===== config.mk =====
export PLATFORM = sky130hd
export DESIGN_NAME = status_flag_unit
export DESIGN_NICKNAME = d
export VERILOG_FILES = /design/src/rtl/sfu_pkg.sv /design/src/rtl/sfu_status_calc.sv /design/src/rtl/sfu_cmd_decode.sv /design/src/rtl/status_flag_unit.sv
export SDC_FILE = /design/constraint.sdc
export NUM_CORES = 1
export LEC_CHECK = 0
export BUFFER_PORTS_ARGS = -buffer_cell sky130_fd_sc_hd__buf_4
export CAP_MARGIN = 20
export CORE_MARGIN = 2
export CORE_UTILIZATION = 34
export DETAILED_ROUTE_END_ITERATION = 8
export GPL_TIMING_DRIVEN = 1
export MAX_ROUTING_LAYER = met4
export PLACE_DENSITY_LB_ADDON = 0.15
export SETUP_SLACK_MARGIN = 0.5
export SYNTH_ARGS = -nofsm -noshare
export SYNTH_HDL_FRONTEND = slang
export SYNTH_SLANG_ARGS = --single-unit

===== constraint.sdc =====
create_clock -name clk -period 1.35 [get_ports clk]
set_clock_uncertainty 0.15 [all_clocks]
set_input_delay 0.2025 -clock clk [delete_from_list [all_inputs] [get_ports clk]]
set_output_delay 0.2025 -clock clk [all_outputs]
set_load 0.05 [all_outputs]

===== src/rtl/sfu_pkg.sv =====
package sfu_pkg;
  localparam int FLAG_W = 16;

  // operation classes
  localparam logic [2:0] OPC_NONE  = 3'd0;
  localparam logic [2:0] OPC_ADD   = 3'd1;
  localparam logic [2:0] OPC_SUB   = 3'd2;
  localparam logic [2:0] OPC_LOGIC = 3'd3;
  localparam logic [2:0] OPC_CMD   = 3'd4;
  localparam logic [2:0] OPC_LOAD  = 3'd5;

  // single-flag commands
  localparam logic [2:0] CMD_CCLR = 3'd0;
  localparam logic [2:0] CMD_CSET = 3'd1;
  localparam logic [2:0] CMD_CINV = 3'd2;
  localparam logic [2:0] CMD_ICLR = 3'd3;
  localparam logic [2:0] CMD_ISET = 3'd4;
  localparam logic [2:0] CMD_DCLR = 3'd5;
  localparam logic [2:0] CMD_DSET = 3'd6;

  // bit positions in the flags word (software sees this layout)
  localparam int P_CF = 0;
  localparam int P_PF = 2;
  localparam int P_AF = 4;
  localparam int P_ZF = 6;
  localparam int P_SF = 7;
  localparam int P_TF = 8;
  localparam int P_IE = 9;
  localparam int P_DF = 10;
  localparam int P_OF = 11;

  localparam logic [FLAG_W-1:0] DEF_MASK =
    (FLAG_W'(1) << P_CF) | (FLAG_W'(1) << P_PF) | (FLAG_W'(1) << P_AF) |
    (FLAG_W'(1) << P_ZF) | (FLAG_W'(1) << P_SF) | (FLAG_W'(1) << P_TF) |
    (FLAG_W'(1) << P_IE) | (FLAG_W'(1) << P_DF) | (FLAG_W'(1) << P_OF);
  localparam logic [FLAG_W-1:0] FIXED_VAL = 16'hF002;

  typedef struct packed {
    logic cf;
    logic pf;
    logic af;
    logic zf;
    logic sf;
    logic of;
  } status_t;
endpackage


===== src/rtl/sfu_status_calc.sv =====
module sfu_status_calc
  import sfu_pkg::*;
#(
  parameter int DATA_W = 16,
  parameter int BYTE_W = 8,
  parameter int NIB_W  = 4
) (
  input  logic              is_sub,
  input  logic              byte_op,
  input  logic [DATA_W-1:0] a,
  input  logic [DATA_W-1:0] b,
  input  logic [DATA_W-1:0] r,
  input  logic              cout,
  output status_t           st
);
  localparam int MSB_W = DATA_W - 1;
  localparam int MSB_B = BYTE_W - 1;

  logic a_msb, b_msb, r_msb;
  logic zero_b, zero_w;
  logic ovf_add, ovf_sub;

  always_comb begin
    a_msb   = byte_op ? a[MSB_B] : a[MSB_W];
    b_msb   = byte_op ? b[MSB_B] : b[MSB_W];
    r_msb   = byte_op ? r[MSB_B] : r[MSB_W];
    zero_b  = (r[BYTE_W-1:0] == '0);
    zero_w  = (r == '0);
    ovf_add = (a_msb == b_msb) && (r_msb != a_msb);
    ovf_sub = (a_msb != b_msb) && (r_msb != a_msb);

    st.cf = cout;
    st.pf = ~(^r[BYTE_W-1:0]);
    st.af = a[NIB_W] ^ b[NIB_W] ^ r[NIB_W];
    st.zf = byte_op ? zero_b : zero_w;
    st.sf = r_msb;
    st.of = is_sub ? ovf_sub : ovf_add;
  end
endmodule


===== src/rtl/sfu_cmd_decode.sv =====
module sfu_cmd_decode
  import sfu_pkg::*;
(
  input  logic [2:0] cmd,
  input  logic       cf_cur,
  input  logic       ie_cur,
  input  logic       df_cur,
  output logic       cf_nxt,
  output logic       ie_nxt,
  output logic       df_nxt
);
  always_comb begin
    cf_nxt = cf_cur;
    ie_nxt = ie_cur;
    df_nxt = df_cur;
    case (cmd)
      CMD_CCLR: cf_nxt = 1'b0;
      CMD_CSET: cf_nxt = 1'b1;
      CMD_CINV: cf_nxt = ~cf_cur;
      CMD_ICLR: ie_nxt = 1'b0;
      CMD_ISET: ie_nxt = 1'b1;
      CMD_DCLR: df_nxt = 1'b0;
      CMD_DSET: df_nxt = 1'b1;
      default:  ;
    endcase
  end
endmodule


===== src/rtl/status_flag_unit.sv =====
module status_flag_unit
  import sfu_pkg::*;
#(
  parameter int DATA_W = 16,
  parameter int BYTE_W = 8,
  parameter int NIB_W  = 4
) (
  input  logic              clk,
  input  logic              rst,
  input  logic [2:0]        op_cls,
  input  logic [2:0]        flag_cmd,
  input  logic              byte_op,
  input  logic [DATA_W-1:0] opnd_a,
  input  logic [DATA_W-1:0] opnd_b,
  input  logic [DATA_W-1:0] result,
  input  logic              carry_out,
  output logic [FLAG_W-1:0] flags_o,
  output logic              cf_o,
  output logic              pf_o,
  output logic              af_o,
  output logic              zf_o,
  output logic              sf_o,
  output logic              tf_o,
  output logic              ie_o,
  output logic              df_o,
  output logic              of_o
);
  localparam int LOAD_W = (DATA_W < FLAG_W) ? DATA_W : FLAG_W;

  status_t          st;
  logic             cf_c, ie_c, df_c;
  logic [FLAG_W-1:0] nxt;
  logic [FLAG_W-1:0] load_word;

  sfu_status_calc #(.DATA_W(DATA_W), .BYTE_W(BYTE_W), .NIB_W(NIB_W)) u_calc (
    .is_sub  (op_cls == OPC_SUB),
    .byte_op (byte_op),
    .a       (opnd_a),
    .b       (opnd_b),
    .r       (result),
    .cout    (carry_out),
    .st      (st)
  );

  sfu_cmd_decode u_cmd (
    .cmd    (flag_cmd),
    .cf_cur (flags_o[P_CF]),
    .ie_cur (flags_o[P_IE]),
    .df_cur (flags_o[P_DF]),
    .cf_nxt (cf_c),
    .ie_nxt (ie_c),
    .df_nxt (df_c)
  );

  always_comb begin
    load_word = '0;
    load_word[LOAD_W-1:0] = opnd_a[LOAD_W-1:0];
  end

  always_comb begin
    nxt = flags_o;
    case (op_cls)
      OPC_ADD, OPC_SUB: begin
        nxt[P_CF] = st.cf;
        nxt[P_PF] = st.pf;
        nxt[P_AF] = st.af;
        nxt[P_ZF] = st.zf;
        nxt[P_SF] = st.sf;
        nxt[P_OF] = st.of;
      end
      OPC_LOGIC: begin
        nxt[P_CF] = 1'b0;
        nxt[P_PF] = st.pf;
        nxt[P_AF] = 1'b0;
        nxt[P_ZF] = st.zf;
        nxt[P_SF] = st.sf;
        nxt[P_OF] = 1'b0;
      end
      OPC_CMD: begin
        nxt[P_CF] = cf_c;
        nxt[P_IE] = ie_c;
        nxt[P_DF] = df_c;
      end
      OPC_LOAD: nxt = load_word;
      default:  ;
    endcase
  end

  // defined positions are flops, all others are tied constants
  for (genvar i = 0; i < FLAG_W; i++) begin : g_bit
    if (DEF_MASK[i]) begin : g_flop
      always_ff @(posedge clk) begin
        if (rst) flags_o[i] <= 1'b0;
        else     flags_o[i] <= nxt[i];
      end
    end else begin : g_tie
      assign flags_o[i] = FIXED_VAL[i];
    end
  end

  assign cf_o = flags_o[P_CF];
  assign pf_o = flags_o[P_PF];
  assign af_o = flags_o[P_AF];
  assign zf_o = flags_o[P_ZF];
  assign sf_o = flags_o[P_SF];
  assign tf_o = flags_o[P_TF];
  assign ie_o = flags_o[P_IE];
  assign df_o = flags_o[P_DF];
  assign of_o = flags_o[P_OF];
endmodule


## Yosys cells after proc, flatten, opt, wreduce, memory -nomap -nowiden

Cells that the tools add are included.

| word-level totals | value |
|---|---|
| register bits after elaboration | 9 |
| input bits | 58 |
| output and inout port bits | 25 |
| word-level logic and storage cells | 59 |

| operators by class | value |
|---|---|
| equal/unequal tests | 17 |
| mux-type cells | 14 |
| bitwise operators | 4 |
| reductions and logical operators | 15 |

Operator list:

| kind | number |
|---|---|
| $logic_not A16 Y1 | 1 |
| $eq A3 B3 Y1 const B | 5 |
| $eq A3 B2 Y1 const B | 4 |
| $pmux W1 S3 | 3 |
| $logic_not A8 Y1 | 1 |
| $pmux W2 S2 | 2 |
| $reduce_xor A8 Y1 | 1 |
| $eq A3 B1 Y1 const B | 2 |
| $ne A3 B1 Y1 const B | 2 |
| $pmux W1 S2 | 3 |
| $reduce_and A2 Y1 | 3 |
| $mux W1 | 5 |
| $ne A4 B1 Y1 const B | 1 |
| $pmux W1 S4 | 1 |
| $reduce_bool A2 Y1 | 2 |
| $reduce_bool A4 Y1 | 1 |
| $logic_not A3 Y1 | 1 |
| $reduce_bool A3 Y1 | 1 |
| $reduce_or A3 Y1 | 1 |
| $logic_and A1 B1 Y1 | 2 |
| $ne A1 B1 Y1 | 2 |
| $not A1 Y1 | 2 |
| $reduce_or A2 Y1 | 1 |
| $xor A1 B1 Y1 | 2 |
| $eq A1 B1 Y1 | 1 |

## Depth between registers and ports, before layout

Gate-level depths: netlist of the first run.

| depth | value |
|---|---|
| word-level depth | 5 |
| depth in mapped cells | 6 |
| gate-level depth less buffers | 6 |

## By module

From an unflattened synthesis of the first run, not the netlist that was laid out.

| unflattened totals | value |
|---|---|
| cells, all modules | 117 |
| area, all modules | 967.2 um2 |

By module, submodules not included:

| module | instances | cells each | area each (um2) | seq. area each (um2) |
|---|---|---|---|---|
| status_flag_unit | 1 | 75 | 680.7 | 180.2 |
| sfu_status_calc | 1 | 31 | 230.2 | 0.0 |
| sfu_cmd_decode | 1 | 11 | 56.3 | 0.0 |

## Worst setup path before layout of the first run

Ideal clock, no wire load.

| timing path | value |
|---|---|
| path type | reg2reg |
| from | register flags_o[0], in the netlist cf_o |
| to | register flags_o[0], in the netlist cf_o |
| library setup time | 135 ps |
| arrival | 1250 ps |
| data required time | 1065 ps |
| slack | -185 ps |
| stages on the path, launching flop included | 6 |
| buffers on the path | 0 |
| clock period less this slack | 1535 ps |
| cells stage by stage | dfxtp_1 -> nor2_1 -> mux2i_1 -> nor2_1 -> o311ai_0 -> o21ai_0 |

| between the ends | value |
|---|---|
| cells in the longest elaborated chain, start to end | 3 |

RTL lines:

| item | line | source |
|---|---|---|
| from (decl) | status_flag_unit.sv:17 | `output logic [FLAG_W-1:0] flags_o,` |
| from (signal, indexed assignment) | status_flag_unit.sv:94 | `else flags_o[i] <= nxt[i];` |
| $not A1 Y1 | sfu_cmd_decode.sv:19 | `CMD_CINV: cf_nxt = ~cf_cur;` |
| $pmux W1 S3 | sfu_cmd_decode.sv:16 | `case (cmd)` |
| $pmux W1 S4 | status_flag_unit.sv:62 | `case (op_cls)` |

No other way between the ends.
A chain may end at the register's enable or synchronous reset.

## Worst setup path after layout of the first run

Same ends and word-level chain as after synthesis.

==> results of run 1 <==
==> cell usage in the layout (no fill, tap or decap), drive strengths merged, types with 3 or more instances in the layout <==
cell type,count
buf,72
nor2,15
inv,11
dfxtp,9
a21oi,9
nand2,8
conb,7
nand2b,7
mux2i,5
o21ai,5
xnor2,5
ha,4
a211oi,4
clkbuf,4
nor4,3
==> power breakdown <==
group	internal, W	switching [W]	total [W]
Sequential	0.000283	0.0000298	0.000312
Combinational	0.000346	0.000368	0.000714
Clock	0.000114	0.0000947	0.000209
Total	0.000742	0.000493	0.00124
==> cells by family (layout without fill, tap and decap cells) <==
kind of cell	after synthesis	in the layout	share of synthesized area, %
muxes	6	6	6.33
and+or+nand+nor	40	40	23.3
buffers and inverters	31	87	20.9
AOI/OAI and AO/OA	26	26	18.6
other	2	7	0.775
DFF	9	9	18.6
adders and majority gates	4	4	5.17
xor gates and xnor gates	7	7	6.33
==> critical path: stages, from the launching register on <==
cell and delay (ps):
dfxtp_4 360, nor2_1 50, mux2i_1 120, nor2_1 60, o311ai_1 210, o21ai_1 100
==> layout make-up <==
type | instances | area, sq um
sequential | 9 | 214
fill | 200 | 873
timing repair buffer | 72 | 742
multi-input combinational | 90 | 768
tap | 31 | 38.8
inverter | 11 | 71.3
clock buffer | 4 | 26.3
==> metrics by stage <==
| stage | setup TNS, ps | util [%] | instance area, sq um |
|---|---|---|---|
| after floorplan | 0 | - | 1230 |
| after global placement | -226 | 55.5 | 1520 |
| after detailed placement | -292 | 55.5 | 1520 |
| after CTS | 0 | 63.5 | 1740 |
| after global routing | 0 | 68.1 | 1860 |
| final | 0 | 68.1 | 1860 |
==> registers in the layout (all words and copies together), names as in the netlist <==
signal,count
ie_o,1
df_o,1
of_o,1
sf_o,1
pf_o,1
zf_o,1
cf_o,1
tf_o,1
af_o,1
==> per-layer routing <==
layer  vias to the layer above  wire, um  track usage [%]
li1                        525         -                -
met1                       447      1040             17.7
met2                        40      1360             29.9
met3                         2       127             2.27
met4                         0        19             6.98
met5                         -         0                -
==> final timing paths <==
kind	cells past startpoint	startpoint	endpoint	slack, ps
setup reg to reg	5	cf_o	cf_o	190
hold / removal	2	op_cls[0]	af_o	30
setup / recovery	5	cf_o	cf_o	190
hold reg to reg	2	cf_o	cf_o	360
==> timing repair <==
item / CTS / global route
hold endpoints to repair: 0 / 0
gates resized for setup: 33 / 31
setup buffers: 6 / 1
endpoints found under the setup margin: 27 / 27
pin swaps: 13 / 14
cloned: 0 / 0
==> metrics.csv, run 1 <==
metric,value,unit
first-pass GRT wire length,4.12,mm
effective utilization at floorplan,35.4,%
Avg Vias per Cell,4.67,
Core Region,2730,sq um
Post-Synthesis Cells,125,
Final Max Tran Viols,0,
startpoint type of the worst setup path,flop,
netlist area before placement,968,sq um
peak supply drop,0.000504,V
synthesized area per cell,7.75,sq um
vias in the first global route,990,
"Warnings, synthesis",0,
number of synthesized register bits,9,
root buf cell,clkbuf_4,
TritonCTS Sinks,9,
critical path class,reg2reg,
Bufs on Longest Clock Path,2,
pwr/cell area,664,nW/um^2
layout overhead on the synthesized area,92.1,%
"CTS clk-pin slew, worst paths",60,ps
count of antenna diodes in the layout,0,
CTS tree,yes,
crit path DAT,1140,ps
initial drt markers,23,
total number of vias,1014,
period utilisation layout,85.8,%
area share of the largest cell type after synthesis,18.6,%
min Tclk post-route,1160,ps
WP data required,1330,ps
Max Cap Violations,0,
fraction of final layout cells sized beyond drive strength 1,65.1,%
total die area,3290,sq um
Cell Count Post-Placement,206,
row count,19,
list of most frequent post-synthesis cells,"buf_4, nor2_1, inv_1, dfxtp_1, nand2_1",
Final GP Congestion,0.817,
cell taking the most area after synthesis,dfxtp_1,
clock latency reported for the late side of the worst-skew pair,250,ps
most frequently used flop master after synthesis,dfxtp_1,
fraction of registers with async set/reset,0,%
DRC violations left,0,
sequential area share after synthesis,18.6,%
"Worst Setup Slack, final",192,ps
min-delay worst type,in2reg,
number of ports placed on the die boundary,83,
overall die height,57.4,um
Post-Layout Cell Count,217,
Worst Hold Margin,30.0,ps
Port Buf Inserts,56,
GRT Util Overall,16.5,%
Pwr Total,0.00124,W
Final Setup Violations,0,
most common cell in the synthesized netlist,buf_4,
Die W,57.4,um
final hold viol count,0,
pin count of the biggest net entering global routing,11,
Netlist cell types,34,
maximum fanout encountered on the critical timing path,4,
cts bufs inserted,3,
leading cell types by total area after synthesis,"dfxtp_1, buf_4, nor2_1",
Wirelength per Cell,11.8,um
length of the first detailed-routing pass in iterations,4,
kind of capture point of the worst setup path,flop,
timing-limited maximum frequency,0.863,GHz
setup repair after global routing missed its margin,yes,
layout net count,249,
number of synthesized flops with an enable pin,0,
sum of overflow across all layers after global routing,0,
number of antenna violations at the first check in global routing,0,
remaining antenna violation count,0,
number of levels the H-tree was split into,1,
hold buffer count at cts,0,
Detailed Place HPWL,2.01,mm
status,completed,
Routed Wire Length,2.55,mm
leakage dissipation,0.835,nW
Worst Setup Slack post-DPL,-127,ps
No activity file was read; power rests on OpenSTA's default activity.
==> inputs of run 2 (changes only) <==
--- a/config.mk
+++ b/config.mk
@@ -14,5 +14,5 @@
 export MAX_ROUTING_LAYER = met4
 export PLACE_DENSITY_LB_ADDON = 0.15
-export SETUP_SLACK_MARGIN = 0.5
+export SETUP_SLACK_MARGIN = 0.15
 export SYNTH_ARGS = -nofsm -noshare
 export SYNTH_HDL_FRONTEND = slang
--- a/constraint.sdc
+++ b/constraint.sdc
@@ -3,3 +3,3 @@
 set_input_delay 0.2025 -clock clk [delete_from_list [all_inputs] [get_ports clk]]
 set_output_delay 0.2025 -clock clk [all_outputs]
-set_load 0.05 [all_outputs]
+set_load 0.005 [all_outputs]
==> run 2 against run 1 <==
Net effect:
- final area is 19% lower
- combinational power is 41% lower
- worst setup slack worse by 9.6 ps
- power is 24% lower
- critical path type is now in2reg
- largest cell class unchanged
==> metrics.csv, run 2 (synthesis results as in run 1) <==
metric,value,unit
min Tclk post-route,1170,ps
root buf cell,clkbuf_4,
peak supply drop,0.000336,V
clock latency reported for the late side of the worst-skew pair,260,ps
final design instance area without fill,1500,sq um
Avg Vias per Cell,4.75,
crit path DAT,1190,ps
Final GP Congestion,0.796,
Detailed Place HPWL,2.01,mm
sum of overflow across all layers after global routing,0,
DRC violations left,0,
maximum fanout encountered on the critical timing path,1,
vias in the first global route,936,
filler cell count in the final layout,276,
total die area,3290,sq um
"leading cell types in the layout, fill and taps excluded","buf_4, nor2_1, nand2_1",
effective utilization at floorplan,35.4,%
instance area at placement,1440,sq um
overall die height,57.4,um
status,completed,
WP data required,1370,ps
"CTS clk-pin slew, worst paths",70,ps
critical path class,in2reg,
sum of routed wire segments on met1,904,um
period utilisation layout,86.5,%
count of antenna diodes in the layout,0,
Port Buf Inserts,56,
startpoint type of the worst setup path,input pin,
number of ports placed on the die boundary,83,
setup repair after global routing missed its margin,yes,
number of levels the H-tree was split into,1,
pwr/cell area,627,nW/um^2
Wirelength per Cell,11.1,um
DR WL met3,151,um
Die W,57.4,um
Routed Wire Length,2.34,mm
total number of vias,1007,
row count,19,
GRT Util Overall,14.7,%
leakage dissipation,0.725,nW
first-pass GRT wire length,3.76,mm
initial drt markers,17,
Core Region,2730,sq um
layout net count,244,
final hold viol count,0,
hold buffer count at cts,0,
routed wire length on met2,1.26,mm
TritonCTS Sinks,9,
remaining antenna violation count,0,
pin count of the biggest net entering global routing,11,
min-delay worst type,in2reg,
Bufs on Longest Clock Path,2,
highest metal layer with signal wires,met4,
Max Cap Violations,0,
"Worst Setup Slack, final",182,ps
Final Max Tran Viols,0,
Worst Setup Slack post-DPL,-122,ps
Final Setup Violations,0,
number of antenna violations at the first check in global routing,0,
timing-limited maximum frequency,0.856,GHz
fraction of final layout cells sized beyond drive strength 1,55.2,%
"most common cell after layout, fill and taps aside",buf_4,
CTS tree,yes,
layout overhead on the synthesized area,55.0,%
cts bufs inserted,3,
length of the first detailed-routing pass in iterations,4,
kind of capture point of the worst setup path,flop,
run 2: changes by cell type in the layout (fill, tap and decap cells not counted), sizes merged:
| cell | previous run | this run |
|---|---|---|
| buf | 72 | 67 |
run 2: repair_timing:
| item | in CTS | in global routing |
|---|---|---|
| endpoints found under the setup margin | 2 | 4 |
| setup buffers | 0 | 0 |
| resized for setup | 4 | 9 |
| pin swaps | 0 | 7 |
run 2: per-layer routing:
| metal | vias to the layer above | GRT usage (%) |
|---|---|---|
| met1 | 451 | 15.1 |
| met2 | 39 | 27.9 |
| met4 | 0 | 5.98 |
| li1 | 515 | - |
| met5 | - | - |
| met3 | 2 | 1.59 |
run 2: stage by stage:
step | std cells | utilization, % | hold WS, ps | setup TNS, ps | power, W
2_1_floorplan | 130 | - | 188 | 0 | 0.000560
3_3_place_gp | 208 | 52.6 | 304 | -183 | 0.000716
3_5_place_dp | 208 | 52.6 | 314 | -288 | 0.000725
4_1_cts | 212 | 53.6 | 35.2 | 0 | 0.000944
5_1_grt | 212 | 54.9 | 42.9 | 0 | 0.00101
6_report | 212 | 54.9 | 40.8 | 0 | 0.000942
run 2: report_power, final:
group / internal [W] / leakage (nW) / switching [W] / total [W]
sequential: 0.000286 / 0.0748 / 0.0000171 / 0.000303
clock: 0.000114 / 0.0150 / 0.0000999 / 0.000214
combinational: 0.000249 / 0.635 / 0.000175 / 0.000424
total: 0.000650 / 0.725 / 0.000292 / 0.000942
run 2: final timing paths:
kind	start	to	slack, ps	depth (start not counted)
max	result[3]	pf_o	180	7
min	rst	df_o	40	2
max reg2reg	cf_o	cf_o	200	5
min reg2reg	tf_o	tf_o	330	2
run 2: layout make-up:
| type | instances | area (sq um) | area share (%) |
|---|---|---|---|
| multi-input cells | 90 | 691 | 46.0 |
| repair buffers | 67 | 507 | 33.8 |
| flip-flops and latches | 9 | 183 | 12.2 |
| inverters | 11 | 56.3 | 3.75 |
| well taps | 31 | 38.8 | 2.58 |
| clock buffers | 4 | 26.3 | 1.75 |
run 2: worst max-delay path, stage by stage:
cell,delay (ps)
buf_4,120
inv_4,50
ha_4,190
xnor2_2,160
xnor2_1,140
nand2_1,60
a311oi_1,260
==> inputs of run 3 (changes only) <==
SETUP_SLACK_MARGIN = 0.5   (was 0.15)
==> run 3 against run 2 <==
Net effect:
- sequential share of layout area decreased by 0.80 points
- clock-buffer cell count unchanged
- first-iteration DRC count increased by 29%
- clock power about the same
- non-clock buffer count increased by 5
- wire length increased by 8.7%
- flip-flop and latch count unchanged
- register-to-register slack got worse by 50 ps
- critical endpoint is now flags_o[0]
- largest cell class unchanged
- largest power group unchanged
- highest routed layer unchanged
==> metrics.csv, run 3 (synthesis results as in run 1) <==
metric,value,unit
Die W,57.4,um
routing usage on met2,34.4,%
Final Setup Violations,0,
peak supply drop,0.000439,V
status,completed,
Final Max Tran Viols,0,
family with the most delay on the worst path,flip-flops,
setup repair after global routing missed its margin,yes,
cell chain of the critical path,"buf_4, buf_6",
cts bufs inserted,3,
vias in the first global route,1069,
Global Route met3 Usage,1.59,%
GRT Util Overall,17.0,%
pin count of the biggest net entering global routing,11,
effective utilization at floorplan,35.4,%
CTS tree,yes,
hold buffer count at cts,0,
Avg Vias per Cell,4.77,
Wirelength per Cell,11.7,um
"most common cell after layout, fill and taps aside",buf_4,
pwr/cell area,592,nW/um^2
critical path class,reg2out,
final design instance area without fill,1750,sq um
Slowest cell on crit path,dfxtp_4,
Routed Wire Length,2.55,mm
leakage dissipation,0.803,nW
WP data required,1000,ps
Worst Setup Slack post-DPL,-117,ps
final cell utilization of the core,64.0,%
number of buffer and inverter instances along the worst setup path,2,
Core Region,2730,sq um
Worst Reg2Reg Path Length in Cells,5,
Port Buf Inserts,56,
min Tclk post-route,1200,ps
timing-limited maximum frequency,0.830,GHz
cell depth of the worst hold path,2,
count of antenna diodes in the layout,0,
initial drt markers,22,
number of levels the H-tree was split into,1,
filler cell count in the final layout,240,
clock latency reported for the late side of the worst-skew pair,260,ps
met1 Resource Use GR,16.6,%
kind of capture point of the worst setup path,output pin,
sum of overflow across all layers after global routing,0,
final hold viol count,0,
row count,19,
Final GP Congestion,0.788,
sequential cell area in the final layout,199,sq um
Detailed Place HPWL,2.07,mm
first-pass GRT wire length,4.31,mm
number of antenna violations at the first check in global routing,0,
"slowest stage delay, CP",360,ps
fraction of final layout cells sized beyond drive strength 1,64.5,%
total die area,3290,sq um
DRC violations left,0,
length of the first detailed-routing pass in iterations,4,
total number of vias,1036,
Bufs on Longest Clock Path,2,
layout net count,249,
TritonCTS Sinks,9,
Max Cap Violations,0,
remaining antenna violation count,0,
layout overhead on the synthesized area,80.7,%
overall die height,57.4,um
instance count on the critical path,2,
period utilisation layout,89.2,%
"leading cell types in the layout, fill and taps excluded","buf_4, buf_6, nor2_1, nand2_1, conb_1",
min-delay worst type,in2reg,
crit path DAT,850,ps
register-to-register setup slack,150,ps
root buf cell,clkbuf_4,
maximum fanout encountered on the critical timing path,4,
startpoint type of the worst setup path,flop,
peak-usage layer in the global routing report,met2,
number of ports placed on the die boundary,83,
footprint of the multi-input gates,774,sq um
Pwr Total,0.00104,W
"CTS clk-pin slew, worst paths",70,ps
instance area at placement,1480,sq um
"Worst Setup Slack, final",145,ps
Worst Hold Margin,46.6,ps
## run 3: per-stage QoR
step,std cells,TNS (ps)
floorplan,130,0
global placement,207,-121
detailed placement,207,-226
CTS,215,0
global route,217,0
finish,217,0
## run 3: path summary, 6_finish.rpt
kind         startpoint          to
min reg2reg        tf_o        tf_o
max reg2reg        cf_o        cf_o
max                cf_o  flags_o[0]
min                 rst        tf_o
## run 3: power by group
part | switching [W] | internal (W)
sequential | 0.0000244 | 0.000288
combinational | 0.000199 | 0.000310
clock | 0.000101 | 0.000114
## run 3: cell type report
class                           count  share of cell area (%)
Clock buffer                        4                    1.50
Inverter                           11                    3.07
Multi-Input combinational cell     90                    44.2
Sequential cell                     9                    11.4
Tap cell                           31                    2.22
Timing Repair Buffer               72                    37.6
## run 3: worst register-to-register path, stage by stage, from the launching register on
cell and delay [ps]:
dfxtp_4 370, nor2_1 50, mux2i_1 130, nor2_1 60, o311ai_1 230, o21ai_1 100
## run 3: routing by layer
layer | routed length [um] | part of all wire (%) | up-vias
li1 | - | - | 525
met1 | 968 | 38 | 471
met2 | 1420 | 56 | 38
met3 | 142 | 5.6 | 2
met4 | 15 | 0.59 | 0
met5 | 0 | 0 | -
## run 3: what timing repair did
| item | in CTS | in global routing |
|---|---|---|
| endpoints found under the setup margin | 27 | 27 |
| buffers inserted | 4 | 2 |
| pin swaps | 14 | 10 |
| resized for setup | 43 | 14 |
